<file path="src/rtl/cart_hdr_pkg.sv">
package cart_hdr_pkg;

    typedef enum logic [1:0] {
        CLS_ROM_ONLY   = 2'd0,
        CLS_BANKED     = 2'd1,
        CLS_BANKED_RTC = 2'd2,
        CLS_NONE       = 2'd3
    } cart_class_e;

    typedef enum logic [2:0] {
        ERR_NONE            = 3'd0,
        ERR_TYPE_UNSUPPORTED = 3'd1,
        ERR_TYPE_UNKNOWN    = 3'd2,
        ERR_ROM_CODE        = 3'd3,
        ERR_ROM_TOO_BIG     = 3'd4,
        ERR_RAM_CODE        = 3'd5,
        ERR_RAM_NOT_ALLOWED = 3'd6
    } cart_err_e;

    typedef enum logic [1:0] {
        ST_STREAM = 2'd0,
        ST_REPORT = 2'd1,
        ST_DONE   = 2'd2
    } hdr_state_e;

endpackage

</file>
<file path="src/rtl/hdr_offset_tracker.sv">
module hdr_offset_tracker #(
    parameter int HDR_LEN = 336,
    parameter int OFS_W   = $clog2(HDR_LEN + 1)
) (
    input  logic             clk,
    input  logic             rst_n,
    input  logic             accept,
    output logic [OFS_W-1:0] offset,
    output logic             is_last
);
    localparam logic [OFS_W-1:0] LAST_OFS = OFS_W'(HDR_LEN - 1);

    always_ff @(posedge clk) begin
        if (!rst_n) begin
            offset <= '0;
        end else if (accept) begin
            offset <= offset + 1'b1;
        end
    end

    assign is_last = (offset == LAST_OFS);
endmodule

</file>
<file path="src/rtl/hdr_field_capture.sv">
module hdr_field_capture #(
    parameter int OFS_W    = 9,
    parameter int OFS_TYPE = 327,
    parameter int OFS_ROM  = 328,
    parameter int OFS_RAM  = 329,
    parameter int OFS_SUM  = 333
) (
    input  logic             clk,
    input  logic             rst_n,
    input  logic             accept,
    input  logic [OFS_W-1:0] offset,
    input  logic [7:0]       byte_data,
    output logic [7:0]       type_code,
    output logic [7:0]       rom_code,
    output logic [7:0]       ram_code,
    output logic [7:0]       sum_stored
);
    localparam int N_FIELDS = 4;
    localparam int FIELD_OFS [N_FIELDS] = '{OFS_TYPE, OFS_ROM, OFS_RAM, OFS_SUM};

    for (genvar g = 0; g < N_FIELDS; g++) begin : g_fld
        logic [7:0] q_byte;
        always_ff @(posedge clk) begin
            if (!rst_n) begin
                q_byte <= 8'h00;
            end else if (accept && (offset == OFS_W'(FIELD_OFS[g]))) begin
                q_byte <= byte_data;
            end
        end
    end

    assign type_code  = g_fld[0].q_byte;
    assign rom_code   = g_fld[1].q_byte;
    assign ram_code   = g_fld[2].q_byte;
    assign sum_stored = g_fld[3].q_byte;
endmodule

</file>
<file path="src/rtl/hdr_sum_fold.sv">
module hdr_sum_fold #(
    parameter int OFS_W     = 9,
    parameter int SUM_FIRST = 308,
    parameter int SUM_LAST  = 332
) (
    input  logic             clk,
    input  logic             rst_n,
    input  logic             accept,
    input  logic [OFS_W-1:0] offset,
    input  logic [7:0]       byte_data,
    output logic [7:0]       sum_acc
);
    localparam logic [OFS_W-1:0] LO = OFS_W'(SUM_FIRST);
    localparam logic [OFS_W-1:0] HI = OFS_W'(SUM_LAST);

    logic in_window;
    assign in_window = (offset >= LO) && (offset <= HI);

    always_ff @(posedge clk) begin
        if (!rst_n) begin
            sum_acc <= 8'h00;
        end else if (accept && in_window) begin
            sum_acc <= sum_acc - byte_data - 8'd1;
        end
    end
endmodule

</file>
<file path="src/rtl/hdr_type_decode.sv">
module hdr_type_decode
    import cart_hdr_pkg::*;
#(
    parameter int ROM_CNT_W      = 10,
    parameter int RAM_CNT_W      = 5,
    parameter int MAX_ROM_CODE   = 8,
    parameter int MAX_BANKED_ROM = 128
) (
    input  logic [7:0]           type_code,
    input  logic [7:0]           rom_code,
    input  logic [7:0]           ram_code,
    output cart_class_e          cls,
    output logic [ROM_CNT_W-1:0] rom_cnt,
    output logic [RAM_CNT_W-1:0] ram_cnt,
    output logic                 battery,
    output cart_err_e            err
);
    localparam logic [ROM_CNT_W-1:0] ROM_LIMIT = ROM_CNT_W'(MAX_BANKED_ROM);
    localparam logic [ROM_CNT_W-1:0] ROM_BASE  = ROM_CNT_W'(2);

    logic                 rom_ok;
    logic [ROM_CNT_W-1:0] rom_raw;
    logic                 ram_ok;
    logic [RAM_CNT_W-1:0] ram_raw;
    logic                 is_rom_only, is_banked, is_rtc, is_unsup;
    logic                 has_ram, has_bat, zero_ram_ok, ram_legal;

    assign rom_ok  = (rom_code <= 8'(MAX_ROM_CODE));
    assign rom_raw = rom_ok ? (ROM_BASE << rom_code[3:0]) : '0;

    always_comb begin
        ram_ok  = 1'b1;
        ram_raw = '0;
        case (ram_code)
            8'h00:   ram_raw = RAM_CNT_W'(0);
            8'h01:   ram_raw = RAM_CNT_W'(1);
            8'h02:   ram_raw = RAM_CNT_W'(1);
            8'h03:   ram_raw = RAM_CNT_W'(4);
            8'h04:   ram_raw = RAM_CNT_W'(16);
            8'h05:   ram_raw = RAM_CNT_W'(8);
            default: ram_ok  = 1'b0;
        endcase
    end

    assign is_rom_only = type_code inside {8'h00, 8'h08, 8'h09};
    assign is_banked   = type_code inside {[8'h01:8'h03]};
    assign is_rtc      = type_code inside {[8'h0F:8'h13]};
    assign is_unsup    = type_code inside {8'h05, 8'h06, [8'h0B:8'h0D], [8'h19:8'h1E],
                                           8'h20, 8'h22, [8'hFC:8'hFF]};

    assign has_ram     = is_banked ? (type_code != 8'h01)
                                   : (type_code inside {8'h10, 8'h12, 8'h13});
    assign has_bat     = is_banked ? (type_code == 8'h03)
                                   : (type_code inside {8'h10, 8'h13});
    assign zero_ram_ok = is_banked;
    assign ram_legal   = (ram_raw == RAM_CNT_W'(1)) || (ram_raw == RAM_CNT_W'(4)) ||
                         (zero_ram_ok && (ram_raw == RAM_CNT_W'(0)));

    always_comb begin
        cls     = CLS_NONE;
        rom_cnt = '0;
        ram_cnt = '0;
        battery = 1'b0;
        err     = ERR_TYPE_UNKNOWN;
        if (is_rom_only) begin
            cls     = CLS_ROM_ONLY;
            rom_cnt = ROM_BASE;
            ram_cnt = (type_code == 8'h00) ? RAM_CNT_W'(0) : RAM_CNT_W'(1);
            battery = (type_code == 8'h09);
            err     = ERR_NONE;
        end else if (is_banked || is_rtc) begin
            cls = is_banked ? CLS_BANKED : CLS_BANKED_RTC;
            if (!rom_ok) begin
                err = ERR_ROM_CODE;
            end else if (rom_raw > ROM_LIMIT) begin
                err = ERR_ROM_TOO_BIG;
            end else if (!has_ram) begin
                err = ERR_NONE;
            end else if (!ram_ok) begin
                err = ERR_RAM_CODE;
            end else if (ram_legal) begin
                err     = ERR_NONE;
                ram_cnt = ram_raw;
            end else begin
                err = ERR_RAM_NOT_ALLOWED;
            end
            if (err == ERR_NONE) begin
                rom_cnt = rom_raw;
                battery = has_bat;
            end
        end else if (is_unsup) begin
            err = ERR_TYPE_UNSUPPORTED;
        end
    end
endmodule

</file>
<file path="src/rtl/cart_hdr_classifier.sv">
module cart_hdr_classifier
    import cart_hdr_pkg::*;
#(
    parameter int HDR_LEN        = 336,
    parameter int SUM_FIRST      = 308,
    parameter int SUM_LAST       = 332,
    parameter int OFS_TYPE       = 327,
    parameter int OFS_ROM        = 328,
    parameter int OFS_RAM        = 329,
    parameter int OFS_SUM        = 333,
    parameter int ROM_CNT_W      = 10,
    parameter int RAM_CNT_W      = 5,
    parameter int MAX_BANKED_ROM = 128
) (
    input  logic                 clk,
    input  logic                 rst_n,
    input  logic                 byte_valid,
    input  logic [7:0]           byte_data,
    output logic                 res_valid,
    output logic [1:0]           res_class,
    output logic [ROM_CNT_W-1:0] res_rom_cnt,
    output logic [RAM_CNT_W-1:0] res_ram_cnt,
    output logic                 res_battery,
    output logic                 res_sum_bad,
    output logic [2:0]           res_err
);
    localparam int OFS_W = $clog2(HDR_LEN + 1);

    hdr_state_e           state, state_nx;
    logic                 accept, is_last;
    logic [OFS_W-1:0]     offset;
    logic [7:0]           type_code, rom_code, ram_code, sum_stored, sum_acc;
    cart_class_e          dec_cls;
    cart_err_e            dec_err;
    logic [ROM_CNT_W-1:0] dec_rom;
    logic [RAM_CNT_W-1:0] dec_ram;
    logic                 dec_bat;

    assign accept = byte_valid && (state == ST_STREAM);

    hdr_offset_tracker #(.HDR_LEN(HDR_LEN), .OFS_W(OFS_W)) u_ofs (
        .clk(clk), .rst_n(rst_n), .accept(accept), .offset(offset), .is_last(is_last)
    );

    hdr_field_capture #(
        .OFS_W(OFS_W), .OFS_TYPE(OFS_TYPE), .OFS_ROM(OFS_ROM),
        .OFS_RAM(OFS_RAM), .OFS_SUM(OFS_SUM)
    ) u_cap (
        .clk(clk), .rst_n(rst_n), .accept(accept), .offset(offset),
        .byte_data(byte_data), .type_code(type_code), .rom_code(rom_code),
        .ram_code(ram_code), .sum_stored(sum_stored)
    );

    hdr_sum_fold #(.OFS_W(OFS_W), .SUM_FIRST(SUM_FIRST), .SUM_LAST(SUM_LAST)) u_sum (
        .clk(clk), .rst_n(rst_n), .accept(accept), .offset(offset),
        .byte_data(byte_data), .sum_acc(sum_acc)
    );

    hdr_type_decode #(
        .ROM_CNT_W(ROM_CNT_W), .RAM_CNT_W(RAM_CNT_W), .MAX_BANKED_ROM(MAX_BANKED_ROM)
    ) u_dec (
        .type_code(type_code), .rom_code(rom_code), .ram_code(ram_code),
        .cls(dec_cls), .rom_cnt(dec_rom), .ram_cnt(dec_ram),
        .battery(dec_bat), .err(dec_err)
    );

    // State register
    always_ff @(posedge clk) begin
        if (!rst_n) begin
            state <= ST_STREAM;
        end else begin
            state <= state_nx;
        end
    end

    // Transitions: LAST_BYTE (STREAM->REPORT), REPORT_DONE (REPORT->DONE)
    always_comb begin
        state_nx = state;
        unique case (state)
            ST_STREAM: if (accept && is_last) state_nx = ST_REPORT;
            ST_REPORT: state_nx = ST_DONE;
            ST_DONE:   state_nx = ST_DONE;
            default:   state_nx = ST_STREAM;
        endcase
    end

    // Outputs
    always_comb begin
        res_valid   = (state == ST_REPORT);
        res_class   = dec_cls;
        res_rom_cnt = dec_rom;
        res_ram_cnt = dec_ram;
        res_battery = dec_bat;
        res_sum_bad = (sum_acc != sum_stored);
        res_err     = dec_err;
    end
endmodule

</file>
<file path="config.mk">
export PLATFORM = sky130hd
export DESIGN_NAME = cart_hdr_classifier
export DESIGN_NICKNAME = d
export VERILOG_FILES = /design/src/rtl/cart_hdr_pkg.sv /design/src/rtl/hdr_offset_tracker.sv /design/src/rtl/hdr_field_capture.sv /design/src/rtl/hdr_sum_fold.sv /design/src/rtl/hdr_type_decode.sv /design/src/rtl/cart_hdr_classifier.sv
export SDC_FILE = /design/constraint.sdc
export NUM_CORES = 1
export LEC_CHECK = 0
export BUFFER_PORTS_ARGS = -buffer_cell sky130_fd_sc_hd__buf_2
export CAP_MARGIN = 15
export CORE_UTILIZATION = 59
export DETAILED_ROUTE_END_ITERATION = 8
export GPL_TIMING_DRIVEN = 1
export PLACE_DENSITY = 0.8
export SYNTH_ARGS = -nofsm -noshare
export SYNTH_HDL_FRONTEND = slang
export SYNTH_HIERARCHICAL = 1
export SYNTH_SLANG_ARGS = --single-unit
</file>
<file path="constraint.sdc">
create_clock -name clk -period 2.7 [get_ports clk]
set_input_delay 0.27 -clock clk [delete_from_list [all_inputs] [get_ports clk]]
set_output_delay 0.27 -clock clk [all_outputs]
set_load 0.005 [all_outputs]
</file>
==> results.md, run 1 <==
* FP Rows at 26
* Worst-path fanout max at 9
* Power after layout at 1.28 mW
* Pwr Density at 374 nW/um^2
* First DRT Iteration DRCs at between 100 and 150
* Vias per inst at 5.75
* Min cycle time layout at between 2 and 2.5 ns
* WP data arrival at 2.15 ns
* Starting Density at 0.620
* Max-cap viol count at 0
* Leakage at 1.33 nW
* Post-synthesis cell area at 3210 um^2
* Worst hold slack at 0.347 ns
* Distinct cells, synth at 68
* Slew HR at 0.500
* DRC viols at 0
* WP data required at 2.43 ns
* Grt ovf at 0
* GR met3 Demand/Resource at 0.0437
* Least-Margin Pin Slew at 0.745 ns
* Main flop type after synthesis: dfxtp_1
* Gates resized, CTS repair at 0
* Post-DP HPWL at between 4000 and 5000 um
* FF-to-FF path depth at 3
* I/O pins at 34
* Port Buffers at 27
* Critical Path Start Type: flip-flop
* Synth Register Bits at 51
* Routability cong. at 0.830
* Sequential fraction of design power at 0.594
* Hold depth at 3
* Setup violations, final at 0
* Final hold violations at 0
* Total wire length at 6490 um
* Clock power share at 0.354
* Antenna violations before repair at 0
* Syn. warnings at 6
* R2R Path Start: u_ofs/offset[4]
* FF/Latch Area at just over 1000 um^2
* Routed vias at 2606
* Post-DRT Antenna Nets at 0
* Drt wl/cell at 14.3 um
* Die height at about 76 um
* IR Drop Worst-Case VDD at 0.000268 V
* CTS tree: built
* Setup crit end kind: output port
* Worst skew pair latency at between 0.3 and 0.4 ns
* First-pass GRT wire length at 10100 um
* Drt first pass iters at 5
* CP Class: flip-flop to output port
* Synthesis-to-layout area growth at 6.91%
* Logic pwr share at 0.052
* Status: finished, final reports clean
* Post-CTS setup buffers at 0
* Total clock sinks at 51
* RSZ-0062 raised after global routing: no
* Final net count at 405
* Clk_skew at roughly 0.006 ns
* Hold path startpoint: byte_data[0]
* Met2 usage at 0.418
* Area taken by multi-input logic gates at approximately 2000 um^2
* Core ar. at ~5200 um^2
* Sw power at 0.321 mW
* Filler cells at 430
* Reg2reg end: u_cap/rom_code[2]
* Mapped Cells at 361
* Register area share after synthesis at 0.318
* Hold EP: u_cap/sum_stored[0]
* Global Route Usage Sum at 0.236
* Most Crowded Layer GR: met2
* FF-to-FF setup slack at 0.47 ns
* Post-place setup slack at around 0.47 ns
* Largest net degree at the start of global routing at 40
* Synth async-reset ratio at 0
* Period utilization at 0.898
* CTS Buf Count at 5
* GR Util met1 at 0.283
* Sw Ratio at 0.250
* Die outline area at 5730 um^2
* Internal power at around 0.96 mW
* Hold_buf cts at 0
* Avg Cell Area, Syn at 8.88 um^2
* Longest Clk Path Bufs at 2
* Final Non-Filler Cells at 453
* Clk Tree Root Cell: clkbuf_8
* Slew Limit Fails at 0
* Clk pin slew, worst setup/hold paths at 0.10 ns
* Final TNS setup at 0 ns
* Die X at 75.7 um
* EDFF count, synth at 0
* Hold crit path type: input pin to flip-flop
* Fmax at 412 MHz
* N_diodes at 0
* Vias in the first global route at 2280
* Inst Count DP at 445
* Final setup margin at around 0.28 ns
* Layout cells sized above 1 at 0.151
* Max H-tree Level at 2
-- Yosys cell counts, types with 3 or more instances --
| cell | count | share of area |
|---|---|---|
| nand2_1 | 62 | 0.073 |
| clkbuf_1 | 5 | 0.0059 |
| and2_1 | 6 | 0.012 |
| buf_4 | 6 | 0.014 |
| nand4_1 | 3 | 0.0059 |
| mux2i_1 | 42 | 0.13 |
| buf_2 | 4 | 0.0062 |
| or3_1 | 4 | 0.0078 |
| nand3_1 | 7 | 0.011 |
| o21ai_0 | 12 | 0.019 |
| ha_1 | 11 | 0.043 |
| nor4_1 | 10 | 0.020 |
| nor2b_1 | 9 | 0.018 |
| nand2b_1 | 5 | 0.0098 |
| o211ai_1 | 5 | 0.012 |
| nor3_1 | 7 | 0.011 |
| nor2_1 | 9 | 0.011 |
| nand3b_1 | 4 | 0.0094 |
| dfxtp_1 | 51 | 0.32 |
| a21oi_1 | 8 | 0.012 |
| xor2_1 | 11 | 0.030 |
| inv_1 | 15 | 0.018 |
| xnor2_1 | 7 | 0.019 |
| nor4_4 | 4 | 0.027 |
-- final cells by class --
class,count,share of cell area
well taps,70,0.0255
clock buffers,5,0.0201
inverters,16,0.0175
multi-input cells,279,0.588
repair buffers,29,0.0438
flip-flops and latches,51,0.298
clock inverters,3,0.00693
-- how the worst max path moves through the flow --
stage,startpoint,end,slack [ns],cells past startpoint
global route,u_cap/type_code[1],res_err[2],0.10,6
finish,u_cap/rom_code[7],res_rom_cnt[2],0.28,5
global placement,u_ofs/offset[4],u_cap/rom_code[1],0.60,3
CTS,u_cap/rom_code[7],res_rom_cnt[2],0.26,5
floorplan,u_ofs/offset[6],u_sum/sum_acc[7],0.74,5
detailed placement,u_ofs/offset[4],u_cap/rom_code[2],0.47,3
-- power groups by stage --
| stage | Combinational, mW | Clock (mW) | Sequential [mW] |
|---|---|---|---|
| 4_1_cts | 0.0664 | 0.464 | 0.762 |
| 5_1_grt | 0.0744 | 0.497 | 0.764 |
| 2_1_floorplan | 0.0509 | 0 | 0.778 |
| 6_report | 0.0666 | 0.455 | 0.762 |
| 3_5_place_dp | 0.0661 | 0 | 0.780 |
| 3_3_place_gp | 0.0657 | 0 | 0.780 |
-- metal layers --
metal,vias up,routed length (um),share of wire
met3,11,184,0.028
met5,-,0,0
met4,0,96,0.015
met1,1226,3010,0.46
met2,55,3200,0.49
li1,1314,-,-
-- flip-flops by register name (all words and copies together) (netlist names) --
register,count
u_cap/rom_code,8
u_ofs/offset,9
u_cap/type_code,8
u_cap/ram_code,8
u_sum/sum_acc,8
u_cap/sum_stored,8
state,2
-- cells by family after synthesis --
family,count (synthesis),synth area share
AOI/OAI and AO/OA,52,0.123
xor gates and xnor gates,18,0.0492
adders and majority gates,12,0.0492
buffers and inverters,36,0.0585
DFF,51,0.318
muxes,42,0.131
other,1,0.00117
and+or+nand+nor,149,0.270
-- layout by cell type, fill, tap and decap left out, drive strengths merged, types with 6 or more instances in the layout --
cell type  netlist  final
xnor2            7      7
buf             13     29
nand3            8      8
nor2b            9      9
o21ai           13     13
nand2           62     62
mux2i           42     42
and2             6      6
conb             1      6
nor2             9      9
xor2            11     11
nor3            10     10
a21oi            8      8
ha              11     11
dfxtp           51     51
nor4            14     14
inv             15     16
-- critical path, cell delays in order (launching register included) --
cell,delay [ns]
dfxtp_1,0.35
nor4_4,0.32
nand2b_1,0.25
or4b_2,0.66
nor3_1,0.13
buf_2,0.14
-- metrics by stage --
| stage | instance area, um^2 | utilization |
|---|---|---|
| floorplan | 3230 | - |
| finish | 3430 | 0.663 |
| detailed placement | 3340 | 0.645 |
| global placement | 3340 | 0.645 |
| CTS | 3430 | 0.663 |
| global route | 3430 | 0.663 |
Power figures use the tool's default switching activity.
==> inputs of run 2 (changes only) <==
--- a/config.mk
+++ b/config.mk
@@ -7,10 +7,10 @@
 export LEC_CHECK = 0
 export BUFFER_PORTS_ARGS = -buffer_cell sky130_fd_sc_hd__buf_2
 export CAP_MARGIN = 15
-export CORE_UTILIZATION = 59
+export CORE_UTILIZATION = 30
 export DETAILED_ROUTE_END_ITERATION = 8
 export GPL_TIMING_DRIVEN = 1
-export PLACE_DENSITY = 0.8
+export SETUP_SLACK_MARGIN = 0.02
 export SYNTH_ARGS = -nofsm -noshare
 export SYNTH_HDL_FRONTEND = slang
 export SYNTH_HIERARCHICAL = 1
==> run 2 against run 1 <==
Against the previous run:
- sequential share of layout area is 0.84 points lower
- largest cell class unchanged
- flip-flop and latch count unchanged
- hold slack worse by 0.018 ns
- worst setup slack worse by 0.11 ns
- cell count up 15%
- critical endpoint is now res_battery
==> results.md, run 2 (synthesis results as in run 1) <==
* CTS tree: built (unchanged)
* Leakage at 1.34 nW (was 1.33 nW)
* WP data arrival at 2.26 ns (was 2.15 ns)
* WP data required at 2.43 ns (about the same)
* Hold_buf cts at 0 (unchanged)
* Post-CTS setup buffers at 0 (unchanged)
* Die height at 105 um (was 75.7 um)
* Port Buffers at 27 (unchanged)
* Final net count at 407 (was 405)
* Largest net degree at the start of global routing at 34 (was 40)
* Antenna violations before repair at 0 (unchanged)
* Setup crit end kind: output port (unchanged)
* Slowest stage delay, CP at 0.41 ns (was 0.66 ns)
* Clk Tree Root Cell: clkbuf_8 (unchanged)
* First DRT Iteration DRCs at 129 (was 127)
* Pwr Density at 369 nW/um^2 (was 374 nW/um^2)
* Worst hold slack at 0.328 ns (was 0.347 ns)
* Period utilization at 0.938 (was 0.898)
* Crit path cell chain: nor4_4, or3b_1, or2_1, nor4_1, a22o_1, buf_2 (was nor4_4, nand2b_1, or4b_2, nor3_1, buf_2)
* Hold crit path type: input pin to flip-flop (unchanged)
* Number of flip-flops under the largest register name at 9 (unchanged)
* First-pass GRT wire length at 11200 um (was 10100 um)
* Vias per inst at 4.85 (was 5.75)
* Vias in the first global route at 2351 (was 2280)
* Die X at 105 um (was 75.7 um)
* Clk pin slew, worst setup/hold paths at 0.11 ns (was 0.10 ns)
* Least-Margin Pin Slew at 0.689 ns (was 0.745 ns)
* Global Route Usage Sum at 0.123 (was 0.236)
* Starting Density at 0.311 (was 0.620)
* Grt ovf at 0 (unchanged)
* Most common cell after layout, fill and taps aside: nand2_1 (unchanged)
* Total clock sinks at 51 (unchanged)
* Setup violations, final at 0 (unchanged)
* Drt first pass iters at 4 (was 5)
* Final TNS setup at 0 ns (unchanged)
* Longest Clk Path Bufs at 2 (unchanged)
* Final hold violations at 0 (unchanged)
* Max H-tree Level at 2 (unchanged)
* I/O pins at 34 (unchanged)
* IR Drop Worst-Case VDD at 0.000252 V (was 0.000268 V)
* Placed instance area at 3430 um^2 (was 3340 um^2)
* Fmax at 395 MHz (was 412 MHz)
* Layout cells sized above 1 at 0.156 (was 0.151)
* Max-cap viol count at 0 (unchanged)
* Min cycle time layout at 2.53 ns (was 2.42 ns)
* CP Class: flip-flop to output port (unchanged)
* Post-DRT Antenna Nets at 0 (unchanged)
* Slew Limit Fails at 0 (unchanged)
* Total wire length at 6780 um (was 6490 um)
* DRC viols at 0 (unchanged)
* Drt wl/cell at 13.0 um (was 14.3 um)
* Most frequent cells in the layout: 62 x nand2_1, 51 x dfxtp_1, 42 x mux2i_1 (unchanged)
* Worst path slowest cell: or3b_1 (was or4b_2)
* Most flop-heavy register: u_ofs/offset (unchanged)
* RSZ-0062 raised after global routing: no (unchanged)
* Slew HR at 0.537 (was 0.500)
* Power after layout at 1.30 mW (was 1.28 mW)
* Gates resized, CTS repair at 0 (unchanged)
* Status: finished, final reports clean (unchanged)
* N_diodes at 0 (unchanged)
* Worst skew pair latency at 0.31 ns (about the same)
* Filler cells at 1039 (was 430)
* Design Area, Final at 3530 um^2 (was 3430 um^2)
* Die outline area at 11100 um^2 (was 5730 um^2)
* Routability cong. at 0.861 (was 0.830)
* Post-DP HPWL at 5020 um (was 4860 um)
* Routed vias at 2528 (was 2606)
* Synthesis-to-layout area growth at 10.0% (was 6.91%)
* FP Rows at 37 (was 26)
* Critical Path Start Type: flip-flop (unchanged)
* CTS Buf Count at 5 (unchanged)
* Worst-path fanout max at 3 (was 9)
* Clk_skew at 0.0106 ns (was 0.00584 ns)
* Core ar. at 10300 um^2 (was 5170 um^2)
-- run 2: cell count changes in the layout (fill, tap and decap cells not counted) --
cell | previous run | this run
buf_4 | 2 | 4
clkinv_4 | 0 | 1
clkinvlp_4 | 2 | 0
inv_6 | 1 | 2
-- run 2: metal layers --
| metal | wire length, um | vias to the layer above | GRT usage | share of wire |
|---|---|---|---|---|
| li1 | - | 1309 | - | - |
| met5 | 0 | - | 0 | 0 |
| met4 | 22 | 0 | 0.0332 | 0.0032 |
| met2 | 2990 | 46 | 0.199 | 0.44 |
| met1 | 3590 | 1171 | 0.171 | 0.53 |
| met3 | 178 | 2 | 0.0167 | 0.026 |
-- run 2: metrics by stage --
stage	cells	worst slack, ns	util
after floorplan	366	0.743	-
after global placement	513	0.573	0.333
after detailed placement	513	0.522	0.333
after CTS	521	0.174	0.342
after global routing	521	0.0470	0.342
final	521	0.167	0.342
-- run 2: final cells by class --
cell class / instances / area (um^2) / share of cell area
Inverter: 16 / 60.1 / 0.0170
Clock inverter: 3 / 26.3 / 0.00745
Multi-Input combinational cell: 279 / 2020 / 0.572
Sequential cell: 51 / 1020 / 0.289
Tap cell: 136 / 170 / 0.0482
Clock buffer: 5 / 68.8 / 0.0195
Timing Repair Buffer: 31 / 165 / 0.0468
-- run 2: path summary, 6_finish.rpt --
check / slack (ns) / start / end / cells past startpoint
min: 0.33 / byte_data[4] / u_cap/rom_code[4] / 3
max reg2reg: 0.52 / u_ofs/offset[6] / u_sum/sum_acc[7] / 5
min reg2reg: 0.48 / u_cap/sum_stored[6] / u_cap/sum_stored[6] / 2
max: 0.17 / u_cap/ram_code[3] / res_battery / 6
-- run 2: where the power goes --
part / switching, mW / internal, mW / total (mW) / leakage, nW
clock: 0.278 / 0.191 / 0.469 / 0.0491
sequential: 0.00696 / 0.755 / 0.762 / 0.411
combinational: 0.0482 / 0.0244 / 0.0726 / 0.885
total: 0.333 / 0.971 / 1.30 / 1.34
-- run 2: critical path: cells and delay by family (launching register included) --
kind / cells / cell delay, ns
buffers and inverters: 1 / 0.10
AND/OR/NAND/NOR: 4 / 1.30
flip-flops: 1 / 0.35
AO/OA/AOI/OAI: 1 / 0.19
==> inputs of run 3 (changes only) <==
--- a/config.mk
+++ b/config.mk
@@ -7,7 +7,7 @@
 export LEC_CHECK = 0
 export BUFFER_PORTS_ARGS = -buffer_cell sky130_fd_sc_hd__buf_2
 export CAP_MARGIN = 15
-export CORE_UTILIZATION = 30
+export CORE_UTILIZATION = 35
 export DETAILED_ROUTE_END_ITERATION = 8
 export GPL_TIMING_DRIVEN = 1
 export SETUP_SLACK_MARGIN = 0.02
==> run 3 against run 2 <==
Against the previous run:
- the flow now finishes with violations (design-rule violations)
- critical path depth shrank 1
- global-route usage grew 2.1 points
- combinational power down 5.0%
- critical endpoint is now res_rom_cnt[3]
==> results.md, run 3 (synthesis results as in run 1) <==
* Status: finished, violations left (was finished, final reports clean)
* Failing checks: design-rule violations
* CTS Buf Count at 5 (unchanged)
* CP Class: flip-flop to output port (unchanged)
* Max H-tree Level at 2 (unchanged)
* Least-Margin Pin Slew at 0.668 ns (was 0.689 ns)
* Total clock sinks at 51 (unchanged)
* Grt ovf at 0 (unchanged)
* Pwr Density at 373 nW/um^2 (was 369 nW/um^2)
* Clk Tree Root Cell: clkbuf_8 (unchanged)
* Critical Path Start Type: flip-flop (unchanged)
* Final TNS setup at 0 ns (unchanged)
* Worst-path fanout max at 9 (was 3)
* Placed instance area at 3400 um^2 (was 3430 um^2)
* FP Rows at 34 (was 37)
* Final hold violations at 0 (unchanged)
* Drt wl/cell at 13.2 um (was 13.0 um)
* Clk pin slew, worst setup/hold paths at 0.11 ns (about the same)
* Layout cells sized above 1 at 0.156 (unchanged)
* Final net count at 407 (unchanged)
* Core ar. at 8810 um^2 (was 10300 um^2)
* Setup crit end kind: output port (unchanged)
* Die X at 97.7 um (was 105 um)
* First-pass GRT wire length at 11200 um (about the same)
* Hold_buf cts at 0 (unchanged)
* Post-CTS setup buffers at 0 (unchanged)
* Period utilization at 0.911 (was 0.938)
* Setup violations, final at 0 (unchanged)
* FF-to-FF setup slack at 0.51 ns (was 0.52 ns)
* WP data required at 2.43 ns (about the same)
* IR Drop Worst-Case VDD at 0.000205 V (was 0.000252 V)
* RSZ-0062 raised after global routing: no (unchanged)
* Max-cap viol count at 0 (unchanged)
* Most common cell after layout, fill and taps aside: nand2_1 (unchanged)
* Largest net degree at the start of global routing at 38 (was 34)
* Worst path slowest cell: or4b_2 (was or3b_1)
* DRC viols at 14 (was 0)
* CTS tree: built (unchanged)
* Slew Limit Fails at 0 (unchanged)
* Longest Clk Path Bufs at 2 (unchanged)
* CP delay by family, top: simple AND/OR/NAND/NOR gates (unchanged)
* Crit path buf inv count at 1 (unchanged)
* Drt first pass iters at 7 (was 4)
* N_diodes at 0 (unchanged)
* Gates resized, CTS repair at 0 (unchanged)
* Most frequent cells in the layout: 62 x nand2_1, 51 x dfxtp_1, 42 x mux2i_1 (unchanged)
* Post-place setup slack at 0.539 ns (was 0.522 ns)
* Fmax at 406 MHz (was 395 MHz)
* Slew HR at 0.551 (was 0.537)
* Die height at 97.7 um (was 105 um)
* WP data arrival at 2.19 ns (was 2.26 ns)
* Routability cong. at 0.823 (was 0.861)
* Number of flip-flops under the largest register name at 9 (unchanged)
* Worst skew pair latency at 0.32 ns (was 0.31 ns)
* Vias per inst at 5.15 (was 4.85)
* Min cycle time layout at 2.46 ns (was 2.53 ns)
* Routed vias at 2540 (was 2528)
* Total wire length at 6520 um (was 6780 um)
* Clk_skew at 0.0166 ns (was 0.0106 ns)
* Final setup margin at 0.240 ns (was 0.167 ns)
* Hold crit path type: input pin to flip-flop (unchanged)
* I/O pins at 34 (unchanged)
* Post-DP HPWL at 4870 um (was 5020 um)
* Port Buffers at 27 (unchanged)
* Starting Density at 0.364 (was 0.311)
* Slowest stage delay, CP at 0.66 ns (was 0.41 ns)
* Antenna violations before repair at 0 (unchanged)
* Design Area, Final at 3490 um^2 (was 3530 um^2)
* First DRT Iteration DRCs at 105 (was 129)
* Die outline area at 9550 um^2 (was 11100 um^2)
* Post-DRT Antenna Nets at 0 (unchanged)
* Final Non-Filler Cells at 493 (was 521)
* Leakage at 1.35 nW (was 1.34 nW)
* Crit path cell chain: nor4_4, nand2b_1, or4b_2, nor3_1, buf_2 (was nor4_4, or3b_1, or2_1, nor4_1, a22o_1, buf_2)
* Most flop-heavy register: u_ofs/offset (unchanged)
* Global Route Usage Sum at 0.144 (was 0.123)
* Vias in the first global route at 2306 (was 2351)
* Inst Count DP at 485 (was 513)
* Synthesis-to-layout area growth at 8.93% (was 10.0%)
[run 3: stage by stage]
step / util / power (mW) / hold slack (ns)
floorplan: - / 0.829 / 0.388
global placement: 0.386 / 0.848 / 0.457
detailed placement: 0.386 / 0.848 / 0.462
CTS: 0.397 / 1.32 / 0.335
global route: 0.397 / 1.37 / 0.345
finish: 0.397 / 1.30 / 0.338
[run 3: power by group]
group	total [mW]	switching [mW]	internal [mW]
Clock	0.473	0.282	0.191
Combinational	0.0690	0.0459	0.0231
Sequential	0.762	0.00667	0.755
[run 3: metal layers]
metal	track usage	vias up	routed length, um
met3	0.0259	5	197
li1	-	1318	-
met2	0.224	43	2970
met1	0.201	1174	3300
met4	0.0443	0	51
met5	0	-	0
[run 3: worst min-delay path: stages]
cell and delay, ns:
buf_2 0.11, nand2_1 0.15, mux2i_1 0.09
[run 3: worst paths after layout]
kind / start / to / cells past startpoint
worst max-delay path: u_cap/rom_code[7] / res_rom_cnt[3] / 5
worst max register to register: u_ofs/offset[6] / u_sum/sum_acc[7] / 5
worst min register to register: u_cap/sum_stored[1] / u_cap/sum_stored[1] / 2
worst min-delay path: byte_data[4] / u_cap/rom_code[4] / 3
[run 3: layout make-up]
type,count,area [um^2]
flip-flops and latches,51,1020
inverters,16,60.1
well taps,108,135
repair buffers,31,165
clock buffers,5,68.8
fillers,904,5310
clock inverters,3,26.3
multi-input cells,279,2020
